**config.mk**
```make
export PLATFORM = sky130hd
export DESIGN_NAME = csd_serial_mult
export DESIGN_NICKNAME = d
export VERILOG_FILES = /design/src/rtl/csdm_pkg.sv /design/src/rtl/csdm_framer.sv /design/src/rtl/csdm_shift_stage.sv /design/src/rtl/csdm_serial_addsub.sv /design/src/rtl/csd_serial_mult.sv
export SDC_FILE = /design/constraint.sdc
export NUM_CORES = 1
export LEC_CHECK = 0
export BUFFER_PORTS_ARGS = -buffer_cell sky130_fd_sc_hd__buf_2
export CAP_MARGIN = 10
export CORE_MARGIN = 2
export CORE_UTILIZATION = 45
export DETAILED_ROUTE_END_ITERATION = 6
export PLACE_DENSITY = 0.63
export SLEW_MARGIN = 10
export SYNTH_ARGS = -nofsm -noshare
export SYNTH_HDL_FRONTEND = slang
export SYNTH_SLANG_ARGS = --single-unit
```
**constraint.sdc**
```tcl
create_clock -name clk -period 1.8 [get_ports clk]
set_input_delay 0.09 -clock clk [delete_from_list [all_inputs] [get_ports clk]]
set_output_delay 0.09 -clock clk [all_outputs]
set_load 0.02 [all_outputs]
```
**src/rtl/csdm_pkg.sv**
```systemverilog
package csdm_pkg;

  localparam int CSD_MAXD = 32;

  // Recode a positive constant into signed digits: {negative mask, positive mask}.
  // Odd remainders pick +1 when the value is 1 mod 4 and -1 when 3 mod 4,
  // which leaves the next digit zero and so never places two nonzero digits side by side.
  function automatic logic [2*CSD_MAXD-1:0] csd_recode(input int unsigned coef);
    logic [CSD_MAXD-1:0] pm;
    logic [CSD_MAXD-1:0] nm;
    longint v;
    pm = '0;
    nm = '0;
    v  = longint'(coef);
    for (int i = 0; i < CSD_MAXD; i++) begin
      if (v[0]) begin
        if (!v[1]) begin
          pm[i] = 1'b1;
          v     = v - 1;
        end else begin
          nm[i] = 1'b1;
          v     = v + 1;
        end
      end
      v = v >>> 1;
    end
    return {nm, pm};
  endfunction

  // Number of nonzero digits; the adder count is this minus one.
  function automatic int csd_terms(input int unsigned coef);
    logic [2*CSD_MAXD-1:0] r;
    r = csd_recode(coef);
    return $countones(r);
  endfunction

  // Bit position of the k-th nonzero digit, counting from the most significant one.
  function automatic int csd_nth_pos(input int unsigned coef, input int k);
    logic [2*CSD_MAXD-1:0] r;
    logic [CSD_MAXD-1:0]   nz;
    int n;
    int res;
    r   = csd_recode(coef);
    nz  = r[2*CSD_MAXD-1:CSD_MAXD] | r[CSD_MAXD-1:0];
    n   = 0;
    res = 0;
    for (int i = CSD_MAXD - 1; i >= 0; i--) begin
      if (nz[i]) begin
        if (n == k) res = i;
        n++;
      end
    end
    return res;
  endfunction

  // Sign of the k-th nonzero digit from the top (1 = negative).
  function automatic bit csd_nth_neg(input int unsigned coef, input int k);
    logic [2*CSD_MAXD-1:0] r;
    int p;
    r = csd_recode(coef);
    p = csd_nth_pos(coef, k);
    return r[CSD_MAXD + p];
  endfunction

endpackage

```
**src/rtl/csdm_framer.sv**
```systemverilog
// Frame position counter and serial sign extension of the input word.
module csdm_framer #(
  parameter int DATA_W = 8,
  parameter int OUT_W  = 21,
  parameter int CNT_W  = 5
) (
  input  logic             clk,
  input  logic             rst,
  input  logic             word_start,
  input  logic             ser_in,
  output logic             xe,
  output logic [CNT_W-1:0] phase,
  output logic             in_frame
);

  logic [CNT_W-1:0] pos_q;
  logic             sign_q;

  always_comb begin
    phase    = word_start ? '0 : pos_q;
    in_frame = (phase < CNT_W'(OUT_W));
    xe       = (phase < CNT_W'(DATA_W)) ? ser_in : sign_q;
  end

  always_ff @(posedge clk) begin
    if (rst) begin
      pos_q  <= CNT_W'(OUT_W);
      sign_q <= 1'b0;
    end else begin
      if (in_frame) pos_q <= phase + CNT_W'(1);
      else          pos_q <= CNT_W'(OUT_W);
      if (phase == CNT_W'(DATA_W - 1)) sign_q <= ser_in;
    end
  end

endmodule

```
**src/rtl/csdm_shift_stage.sv**
```systemverilog
// GAP single-flip-flop shifts; reads as zero until GAP cycles of the frame have passed.
module csdm_shift_stage #(
  parameter int GAP   = 2,
  parameter int CNT_W = 5
) (
  input  logic             clk,
  input  logic             rst,
  input  logic             d,
  input  logic [CNT_W-1:0] phase,
  output logic             q
);

  logic [GAP-1:0] sr;

  generate
    if (GAP == 1) begin : g_one
      always_ff @(posedge clk) begin
        if (rst) sr <= '0;
        else     sr <= d;
      end
    end else begin : g_many
      always_ff @(posedge clk) begin
        if (rst) sr <= '0;
        else     sr <= {sr[GAP-2:0], d};
      end
    end
  endgenerate

  assign q = (phase >= CNT_W'(GAP)) ? sr[GAP-1] : 1'b0;

endmodule

```
**src/rtl/csdm_serial_addsub.sv**
```systemverilog
// One bit-serial adder (SUB=0) or subtractor a-b (SUB=1) with a single carry flip-flop.
module csdm_serial_addsub #(
  parameter bit SUB = 1'b0
) (
  input  logic clk,
  input  logic rst,
  input  logic start,
  input  logic a,
  input  logic b,
  output logic s
);

  logic c_q;
  logic b_x;
  logic c_in;

  always_comb begin
    b_x  = b ^ SUB;
    c_in = start ? SUB : c_q;
    s    = a ^ b_x ^ c_in;
  end

  always_ff @(posedge clk) begin
    if (rst) c_q <= 1'b0;
    else     c_q <= (a & b_x) | (a & c_in) | (b_x & c_in);
  end

endmodule

```
**src/rtl/csd_serial_mult.sv**
```systemverilog
module csd_serial_mult
  import csdm_pkg::*;
#(
  parameter int          DATA_W = 8,
  parameter int          COEF_W = 12,
  parameter int unsigned COEF   = 2813
) (
  input  logic clk,
  input  logic rst,
  input  logic word_start,
  input  logic ser_in,
  output logic prod_out,
  output logic prod_first,
  output logic prod_valid
);

  localparam int DIG_N   = COEF_W + 1;
  localparam int OUT_W   = DATA_W + DIG_N;
  localparam int CNT_W   = $clog2(OUT_W + 1);
  localparam int TERMS   = csd_terms(COEF);
  localparam int LOW_POS = csd_nth_pos(COEF, TERMS - 1);

  logic             xe;
  logic             in_frame;
  logic [CNT_W-1:0] phase;
  logic [TERMS-1:0] acc;
  logic             y;

  csdm_framer #(
    .DATA_W(DATA_W),
    .OUT_W (OUT_W),
    .CNT_W (CNT_W)
  ) u_framer (
    .clk       (clk),
    .rst       (rst),
    .word_start(word_start),
    .ser_in    (ser_in),
    .xe        (xe),
    .phase     (phase),
    .in_frame  (in_frame)
  );

  // The top digit is always positive: the chain starts from the input itself.
  assign acc[0] = xe;

  // Horner chain: shift the partial product down to the next digit, then add or subtract x.
  generate
    for (genvar k = 1; k < TERMS; k++) begin : g_term
      localparam int GAP = csd_nth_pos(COEF, k - 1) - csd_nth_pos(COEF, k);
      localparam bit NEG = csd_nth_neg(COEF, k);
      logic shf;

      csdm_shift_stage #(
        .GAP  (GAP),
        .CNT_W(CNT_W)
      ) u_shift (
        .clk  (clk),
        .rst  (rst),
        .d    (acc[k-1]),
        .phase(phase),
        .q    (shf)
      );

      csdm_serial_addsub #(
        .SUB(NEG)
      ) u_add (
        .clk  (clk),
        .rst  (rst),
        .start(word_start),
        .a    (shf),
        .b    (xe),
        .s    (acc[k])
      );
    end

    if (LOW_POS > 0) begin : g_tail
      csdm_shift_stage #(
        .GAP  (LOW_POS),
        .CNT_W(CNT_W)
      ) u_tail (
        .clk  (clk),
        .rst  (rst),
        .d    (acc[TERMS-1]),
        .phase(phase),
        .q    (y)
      );
    end else begin : g_notail
      assign y = acc[TERMS-1];
    end
  endgenerate

  always_ff @(posedge clk) begin
    if (rst) begin
      prod_out   <= 1'b0;
      prod_first <= 1'b0;
      prod_valid <= 1'b0;
    end else begin
      prod_out   <= in_frame & y;
      prod_first <= word_start;
      prod_valid <= in_frame;
    end
  end

endmodule

```
==> run summary, run 1 <==
Reg2reg setup slack: 0.14 ns
Met1 Use GR: 15.3%
Power Density: 928 mW/mm2
Yosys warns: 0
Worst r2r dst: g_term[3].u_shift.sr[0]
DPL Wire Length: 904 um
Crit path buf inv count: 1
Largest net degree at the start of global routing: 23
Hold_ws: 0.0410 ns
Final wirelength: 1280 um
CTS tree: done
Ant diodes: 0
Share of cells above drive strength 1: 17.4%
Leading area contributor after synthesis: dfxtp_1
Avg Cell Area, Syn: 10.9 um2
Drt first pass iters: 4
Die W: 49.5 um
R2r startpoint: u_framer.pos_q[4]
Post-cts resize count: 0
Final period utilization: 92.2%
Post-DR wirelength/cell: 10.8 um
First-pass GRT wire length: 2280 um
Bufs on Longest Clock Path: 2
Rel. slew slack: 75.4%
Routability congestion estimate: 0.750
Critical setup path kind: reg -> reg
Worst min-delay path endpoint: u_framer.sign_q
Number of maximum-capacitance violations: 0
Vias: 547
Gr busiest metal: met2
Critical path capture point type: flip-flop
Vias in the first global route: 540
Cells on Worst Hold Path: 3
Clk root buf: clkbuf_4
HP Class: in -> reg
Min Clock Period, post-route: 1.66 ns
CTS Hold Buffers Added: 0
Worst-path clk slew: 0.13 ns
Highest cell delay on the worst timing path: 0.40 ns
Post-synth EDFFs: 0
Top cells by count, synth: dfxtp_1, nor2b_1, nor2_1, fa_1
Yosys cell types: 24
GR Util met3: 4.85%
Worst min-delay path startpoint: ser_in
Syn nets: 93
Sequential element share of the synthesized area: 53.8%
Avg Vias per Cell: 4.60
Arrival @ worst endpoint: 1.86 ns
Overflow after GRT: 0
Crit-path cells: o21bai_1 -> mux2i_2 -> buf_4 -> fa_1 -> nor2b_1
TritonCTS Buffers: 3
CP Max Fanout: 6
Port Buffers: 6
Instance count of the mapped netlist: 85
Most numerous cell in the Yosys netlist: dfxtp_1
Slew @ Worst Pin: 0.366 ns
H-tree depth: 1
Clock Sinks: 25
Die area: 0.00245 mm2
Top Family by Delay on Critical Path: adder cells
Ranking of synthesized cells by area: dfxtp_1, nor2b_1, fa_1, mux2i_1, nand2b_1
Yosys reg bits: 25
Final Hold Vio Count: 0
Initial core utilization: 47.4%
Placement Rows: 16
DRT iter0 DRCs: 6
Net count, final: 101
Outcome: completed
GRT Total Usage: 12.1%
Core area: 0.00196 mm2
Clock Latency Late Sink: 0.31 ns
# IOs: 7
Post-DRT Antenna Nets: 0
Initial antenna violation count: 0
Post-CTS Setup Inserts: 0
Met2 usage: 20.0%
Final setup fails: 0
Max Slew Vio Count: 0
Skew final: 0.00526 ns
DIE HEIGHT: 49.5 um
Synth Cell Area: 930 um2
Synth top area share: 53.8%
Remaining DRCs: 0
CP max-delay cell: fa_1
WP data required: 2.00 ns
RSZ-0062 raised after global routing: no
Async set or reset register ratio after synthesis: 0%
Top_reg_cell synth: dfxtp_1
FF-to-FF path depth: 5
CP startpoint kind: flip-flop
FILL cells: 210
Synthesis-to-finish area growth: 9.29%
Post-route setup TNS: 0 ns
F_max: 603 MHz
Worst VDD drop: 0.000512 V
Leakage: 0.393 nW
[sequential cells by signal (all words and copies together) (netlist names)]
signal and flops:
g_term.u_add.c_q 4, g_term.u_shift.sr 12, prod_first 1, prod_out 1
prod_valid 1, u_framer.pos_q 5, u_framer.sign_q 1
[routing by layer]
layer	up-vias	part of all wire, %
li1	284	-
met1	258	50
met2	5	46
met3	0	3.5
met4	0	0
met5	-	0
[layout make-up]
| cell class | count | area (um2) | share of cell area, % |
|---|---|---|---|
| flip-flops and latches | 25 | 500 | 49.3 |
| clock buffers | 3 | 22.5 | 2.22 |
| multi-input cells | 55 | 413 | 40.6 |
| clock inverters | 1 | 5.00 | 0.493 |
| well taps | 27 | 33.8 | 3.33 |
| repair buffers | 7 | 37.5 | 3.69 |
| inverters | 1 | 3.75 | 0.369 |
[logic make-up after synthesis]
logic type	share of synthesized area, %
buf+inv	2.83
xor+xnor	2.83
compound gates	3.90
mux	2.15
flops	53.8
simple gates	25.8
fa+ha+maj	8.61
[worst max path at each step]
| stage | end | depth (start not counted) | slack (ns) | start |
|---|---|---|---|---|
| final | g_term[3].u_shift.sr[0] | 5 | 0.14 | u_framer.pos_q[4] |
| after floorplan | g_term[4].u_shift.sr[0] | 5 | 0.05 | u_framer.pos_q[3] |
| after global routing | g_term[2].u_shift.sr[0] | 5 | 0.03 | u_framer.pos_q[4] |
| after CTS | g_term[3].u_shift.sr[0] | 5 | 0.11 | u_framer.pos_q[3] |
| after global placement | g_term[2].u_shift.sr[0] | 5 | 0.10 | u_framer.pos_q[3] |
| after detailed placement | g_term[3].u_shift.sr[0] | 5 | 0.13 | u_framer.pos_q[3] |
[power by group]
part | total [W] | switching, W | internal [W]
sequential | 0.000605 | 0.0000169 | 0.000588
combinational | 0.000102 | 0.0000518 | 0.0000503
clock | 0.000236 | 0.000153 | 0.0000828
total | 0.000943 | 0.000222 | 0.000721
[worst min-delay path, delay by kind of cell]
kind | cells | cell delay, ns
multiplexers | 1 | 0.06
buffers and inverters | 1 | 0.11
AND/OR/NAND/NOR | 1 | 0.06
[through the flow]
| step | cells | setup slack, ns | util [%] | area [um2] | power, W |
|---|---|---|---|---|---|
| 2_1_floorplan | 85 | 0.0503 | - | 933 | 0.000690 |
| 3_5_place_dp | 115 | 0.127 | 50.1 | 982 | 0.000718 |
| 4_1_cts | 119 | 0.108 | 51.5 | 1010 | 0.000960 |
| 6_report | 119 | 0.140 | 51.8 | 1020 | 0.000943 |
| 5_1_grt | 119 | 0.0324 | 51.8 | 1020 | 0.000999 |
| 3_3_place_gp | 115 | 0.104 | 50.1 | 982 | 0.000716 |
[cell usage in the layout, fill, tap and decap left out, types with 2 or more instances in the layout]
| cell | netlist | routed |
|---|---|---|
| and2_1 | 2 | 2 |
| buf_2 | 0 | 6 |
| clkbuf_4 | 0 | 3 |
| dfxtp_1 | 25 | 25 |
| fa_1 | 4 | 4 |
| nand2_1 | 2 | 2 |
| nand2b_1 | 3 | 3 |
| nor2_1 | 5 | 5 |
| nor2b_1 | 17 | 17 |
| nor3b_1 | 2 | 2 |
| or2_1 | 2 | 2 |
| or2_2 | 3 | 3 |
| or3_1 | 2 | 2 |
| xor2_1 | 2 | 2 |
(Power assumes the default switching activity.)
==> inputs of run 2 (changes only) <==
- ABC_AREA: default -> 1
- TNS_END_PERCENT: default -> 100
==> run 2 against run 1 <==
Global-route usage increased by 4.1 points; non-clock buffer count increased by 1; critical endpoint unchanged; critical path type unchanged; critical path depth increased by 1; first-iteration DRC count increased by 83%.
==> run summary, run 2 <==
Outcome: completed
Biggest register: g_term.u_shift.sr
R2r startpoint: u_framer.pos_q[4]
Min Clock Period, post-route: 1.60 ns
Largest net degree at the start of global routing: 19
CTS tree: done
Power Density: 908 mW/mm2
Post-route setup TNS: 0 ns
Tot Pwr: 0.00102 W
# IOs: 7
Compound-Gate Fraction of Synth Area: 4.28%
Fin cells: 162
Crit-path cells: o21ai_2 -> o21ai_1 -> buf_4 -> fa_1 -> inv_1 -> nor2_1
Post-DR wirelength/cell: 9.77 um
Die area: 0.00267 mm2
Sequential element share of the synthesized area: 49.0%
Slew @ Worst Pin: 0.309 ns
Final Hold Vio Count: 0
Top_reg_cell synth: dfxtp_1
Synthesis-to-finish area growth: 9.42%
Net Switching: 0.000273 W
Remaining DRCs: 0
Worst-path clk slew: 0.13 ns
HP Class: in -> reg
DRT iter0 DRCs: 11
Placed cell count: 158
Syn nets: 132
Vias: 705
Post-CTS Setup Inserts: 0
DP Area: 0.00109 mm2
DPL Wire Length: 1180 um
Post-cts resize count: 0
Yosys reg bits: 25
WP data required: 2.05 ns
CP max-delay cell: fa_1
Synth Cell Area: 0.00102 mm2
Avg Cell Area, Syn: 8.24 um2
TritonCTS Buffers: 3
Number of maximum-capacitance violations: 0
Final setup fails: 0
Max reg flops: 12
Post-synthesis mux area share: 0%
Worst r2r dst: g_term[3].u_shift.sr[0]
Worst VDD drop: 0.000593 V
Share of cells above drive strength 1: 22.4%
GRT Total Usage: 16.1%
Synth Area in Adders: 7.83%
Core area: 0.00217 mm2
Placement Rows: 17
P_int: 0.000742 W
CP Max Fanout: 5
Arrival @ worst endpoint: 1.85 ns
Largest family of logic cells by synthesized area: simple AND/OR/NAND/NOR gates
H-tree depth: 1
Leading area contributor after synthesis: dfxtp_1
F_max: 624 MHz
DIE HEIGHT: 51.7 um
Net count, final: 143
Initial core utilization: 47.1%
Crit path buf inv count: 2
Worst min-delay path startpoint: word_start
CP startpoint kind: flip-flop
Top Family by Delay on Critical Path: adder cells
Yosys cell types: 22
Part of the power in combinational logic: 15.5%
Clock Sinks: 25
Bufs on Longest Clock Path: 2
RSZ-0062 raised after global routing: no
Xor and xnor area share after synthesis: 0.857%
Post-synth EDFFs: 0
Synth top area share: 49.0%
Max Slew Vio Count: 0
Drt first pass iters: 4
Ant diodes: 0
Clk root buf: clkbuf_4
Post-route cell area: 0.00112 mm2
Die W: 51.7 um
CP Launch Point: u_framer.pos_q[4]
Yosys warns: 0
Overflow after GRT: 0
Avg Vias per Cell: 4.35
Critical path depth in cells: 6
FF-to-FF path depth: 6
Vias in the first global route: 727
Port Buffers: 6
Skew final: 0.00771 ns
Critical path capture point type: flip-flop
Ranking of synthesized cells by area: dfxtp_1, nor2_1, inv_1, fa_1, nand2_1
Clk pwr share: 23.8%
Simple-gate area share of the yosys netlist: 26.2%
Reg2reg setup slack: 0.20 ns
Final period utilization: 89.0%
Leakage: 0.551 nW
Seq pwr share: 60.7%
Final wirelength: 1580 um
Initial antenna violation count: 0
Sw frac: 26.9%
Min setup slack post-route: 0.198 ns
CP Capture Point: g_term[3].u_shift.sr[0]
Async set or reset register ratio after synthesis: 0%
Routability congestion estimate: 0.760
Largest regs: g_term.u_shift.sr: 12 flops, u_framer.pos_q: 5 flops, g_term.u_add.c_q: 4 flops
Highest cell delay on the worst timing path: 0.55 ns
Top cells by count, synth: dfxtp_1, nor2_1, inv_1, nand2_1, inv_2
Critical setup path kind: reg -> reg
Rel. slew slack: 79.4%
Clock Latency Late Sink: 0.31 ns
CTS Hold Buffers Added: 0
Most frequent cells in the layout: nor2_1, dfxtp_1, inv_1
First-pass GRT wire length: 3160 um
Instance count of the mapped netlist: 124
Post-DRT Antenna Nets: 0
Worst slack, placed: 0.236 ns
-- run 2: cell count changes after synthesis, sizes merged, moves of 3 or more --
cell | before | now
clkbuf | 3 | 0
nand2 | 2 | 23
nand2b | 3 | 0
nor2 | 5 | 26
nor2b | 17 | 0
inv | 1 | 29
nand3 | 1 | 4
-- run 2: worst reg2reg max path, stage by stage (launching register included) --
cell and delay [ns]:
dfxtp_1 0.38, o21ai_2 0.25, o21ai_1 0.09, buf_4 0.17, fa_1 0.55, inv_1 0.04
nor2_1 0.07
-- run 2: final cells by class --
class / count / area [um2]
sequential: 25 / 500
timing repair buffer: 8 / 45.0
tap: 28 / 35.0
clock buffer: 4 / 26.3
multi-input combinational: 68 / 400
inverter: 29 / 111
fill: 237 / 1050
-- run 2: logic make-up (layout without fill, tap and decap cells) --
logic type | Yosys count | after routing
adders and majority gates | 4 | 4
buffers and inverters | 31 | 41
and+or+nand+nor | 57 | 57
AOI/OAI and AO/OA | 6 | 6
DFF | 25 | 25
xor gates and xnor gates | 1 | 1
-- run 2: layer usage --
layer	global-route usage [%]	share of wire (%)	vias to the layer above
met4	9.21	2.7	0
met5	0	0	-
li1	-	-	373
met1	19.5	48	319
met3	2.59	3.1	4
met2	27.1	46	9
-- run 2: how the worst min path moves through the flow --
stage,to,slack (ns),cells after the start
finish,prod_first,0.08,3
global route,prod_first,0.07,3
CTS,prod_first,0.07,3
detailed placement,g_term[3].u_shift.sr[5],0.40,2
global placement,g_term[3].u_shift.sr[5],0.39,2
floorplan,u_framer.pos_q[0],0.21,2
-- run 2: through the flow --
step	hold WS [ns]	util [%]
after floorplan	0.211	-
after global placement	0.392	50.3
after detailed placement	0.395	50.3
after CTS	0.0731	51.6
after global routing	0.0739	51.6
final	0.0765	51.6
-- run 2: power by group through the flow --
stage	Sequential (W)	Combinational, W	Clock, W
floorplan	0.000632	0.000114	0
global placement	0.000627	0.000157	0
detailed placement	0.000629	0.000159	0
CTS	0.000616	0.000162	0.000248
global route	0.000621	0.000188	0.000277
finish	0.000616	0.000157	0.000242
==> inputs of run 3 (changes only) <==
- CTS_BUF_LIST: default -> sky130_fd_sc_hd__clkbuf_8
==> run 3 against run 2 <==
First-iteration DRC count is 18% higher; wire length is 4.3% higher; cell count stayed put; utilization grew 0.87 points; sequential power hardly changed; count of clock-buffer cells in the layout decreased by 1; clock skew decreased by 0.0027 ns; maximum frequency up 1.2%; global-route usage is 0.33 points higher; total power rose by 7.5%; largest cell class unchanged; highest routed layer unchanged.
==> run summary, run 3 (synthesized netlist as in run 2, its figures left out) <==
Outcome: completed
Largest regs: g_term.u_shift.sr: 12 flops, u_framer.pos_q: 5 flops, g_term.u_add.c_q: 4 flops
Post-CTS Setup Inserts: 0
Critical path capture point type: flip-flop
Synthesis-to-finish area growth: 11.3%
Share of cells above drive strength 1: 22.4%
Vias: 707
Post-route setup TNS: 0 ns
Max reg flops: 12
Placement Rows: 17
CTS tree: done
Final setup fails: 0
Post-DR wirelength/cell: 10.2 um
Avg Vias per Cell: 4.36
Initial antenna violation count: 0
Ant diodes: 0
Clock Latency Late Sink: 0.26 ns
Biggest register: g_term.u_shift.sr
Die area: 0.00267 mm2
Slew @ Worst Pin: 0.307 ns
Final period utilization: 87.9%
Reg2reg setup slack: 0.22 ns
Crit path buf inv count: 2
Skew final: 0.00503 ns
FF-to-FF path depth: 6
Worst r2r dst: g_term[3].u_shift.sr[0]
Arrival @ worst endpoint: 1.78 ns
Power Density: 959 mW/mm2
Top Family by Delay on Critical Path: adder cells
Remaining DRCs: 0
Number of maximum-capacitance violations: 0
TritonCTS Buffers: 3
DPL Wire Length: 1180 um
Worst slack, placed: 0.236 ns
Vias in the first global route: 726
Net count, final: 143
Worst-path clk slew: 0.08 ns
Rel. slew slack: 79.5%
Die W: 51.7 um
Leakage: 0.563 nW
Port Buffers: 6
Min setup slack post-route: 0.218 ns
Most frequent cells in the layout: nor2_1, dfxtp_1, inv_1
Critical setup path kind: reg -> reg
Post-DRT Antenna Nets: 0
Initial core utilization: 47.1%
GRT Total Usage: 16.5%
Bufs on Longest Clock Path: 2
R2r startpoint: u_framer.pos_q[4]
Highest cell delay on the worst timing path: 0.55 ns
DIE HEIGHT: 51.7 um
Overflow after GRT: 0
Crit-path cells: o21ai_2 -> o21ai_1 -> buf_4 -> fa_1 -> inv_1 -> nor2_1
Post-cts resize count: 0
Final Hold Vio Count: 0
Worst min-delay path endpoint: prod_first
H-tree depth: 1
HP Class: in -> reg
Final wirelength: 1650 um
Cells on Worst Hold Path: 3
Core area: 0.00217 mm2
# IOs: 7
Clock Sinks: 25
F_max: 632 MHz
Largest net degree at the start of global routing: 19
CTS Hold Buffers Added: 0
Clk root buf: clkbuf_8
CP max-delay cell: fa_1
Min Clock Period, post-route: 1.58 ns
WP data required: 2.00 ns
DRT iter0 DRCs: 13
Worst VDD drop: 0.000643 V
FILL cells: 238
Worst min-delay path startpoint: word_start
First-pass GRT wire length: 3200 um
Routability congestion estimate: 0.760
CP Max Fanout: 5
CP startpoint kind: flip-flop
Max Slew Vio Count: 0
Drt first pass iters: 4
RSZ-0062 raised after global routing: no
-- run 3: cell count changes in the layout (fill, tap and decap cells not counted) --
cell / delta
clkbuf_1: -1
clkbuf_8: +3
inv_1: +1
clkbuf_4: -3
-- run 3: power by group --
part / internal (W) / switching (W) / total, W
clock network: 0.000152 / 0.000164 / 0.000317
registers: 0.000596 / 0.0000199 / 0.000616
logic: 0.0000599 / 0.0000990 / 0.000159
total: 0.000808 / 0.000283 / 0.00109
-- run 3: stage by stage --
| step | utilization, % | total power (W) | hold slack [ns] | cells | cell area [um2] |
|---|---|---|---|---|---|
| after detailed placement | 50.3 | 0.000788 | 0.395 | 158 | 1090 |
| after CTS | 52.4 | 0.00110 | 0.129 | 162 | 1140 |
| final | 52.4 | 0.00109 | 0.125 | 162 | 1140 |
| after global placement | 50.3 | 0.000783 | 0.392 | 158 | 1090 |
| after floorplan | - | 0.000746 | 0.211 | 124 | 1020 |
| after global routing | 52.4 | 0.00116 | 0.135 | 162 | 1140 |
-- run 3: worst register-to-register path, stage by stage (launching register included) --
cell and delay (ns):
dfxtp_1 0.36, o21ai_2 0.24, o21ai_1 0.09, buf_4 0.17, fa_1 0.55, inv_1 0.04, nor2_1 0.07
-- run 3: metal layers --
metal / vias up / wire [um] / GRT usage [%]
met1: 321 / 757 / 19.6
met4: 0 / 42 / 9.21
met3: 4 / 38 / 2.59
met2: 7 / 812 / 28.2
met5: - / 0 / 0
li1: 375 / - / -
-- run 3: worst max-delay path by stage --
| stage | start | endpoint | slack, ns | cells after the start |
|---|---|---|---|---|
| finish | u_framer.pos_q[4] | g_term[3].u_shift.sr[0] | 0.22 | 6 |
| floorplan | u_framer.pos_q[4] | g_term[4].u_shift.sr[0] | 0.16 | 5 |
| CTS | u_framer.pos_q[4] | g_term[3].u_shift.sr[0] | 0.21 | 6 |
| global placement | u_framer.pos_q[4] | g_term[3].u_shift.sr[0] | 0.24 | 6 |
| global route | u_framer.pos_q[4] | g_term[3].u_shift.sr[0] | 0.08 | 7 |
| detailed placement | u_framer.pos_q[4] | g_term[3].u_shift.sr[0] | 0.24 | 6 |
-- run 3: cell type report --
| cell class | count | area [um2] | share of cell area (%) |
|---|---|---|---|
| well taps | 28 | 35.0 | 3.08 |
| flip-flops and latches | 25 | 500 | 44.0 |
| multi-input cells | 68 | 400 | 35.2 |
| clock buffers | 3 | 41.3 | 3.63 |
| repair buffers | 8 | 45.0 | 3.96 |
| clock inverters | 1 | 3.75 | 0.330 |
| inverters | 29 | 111 | 9.79 |
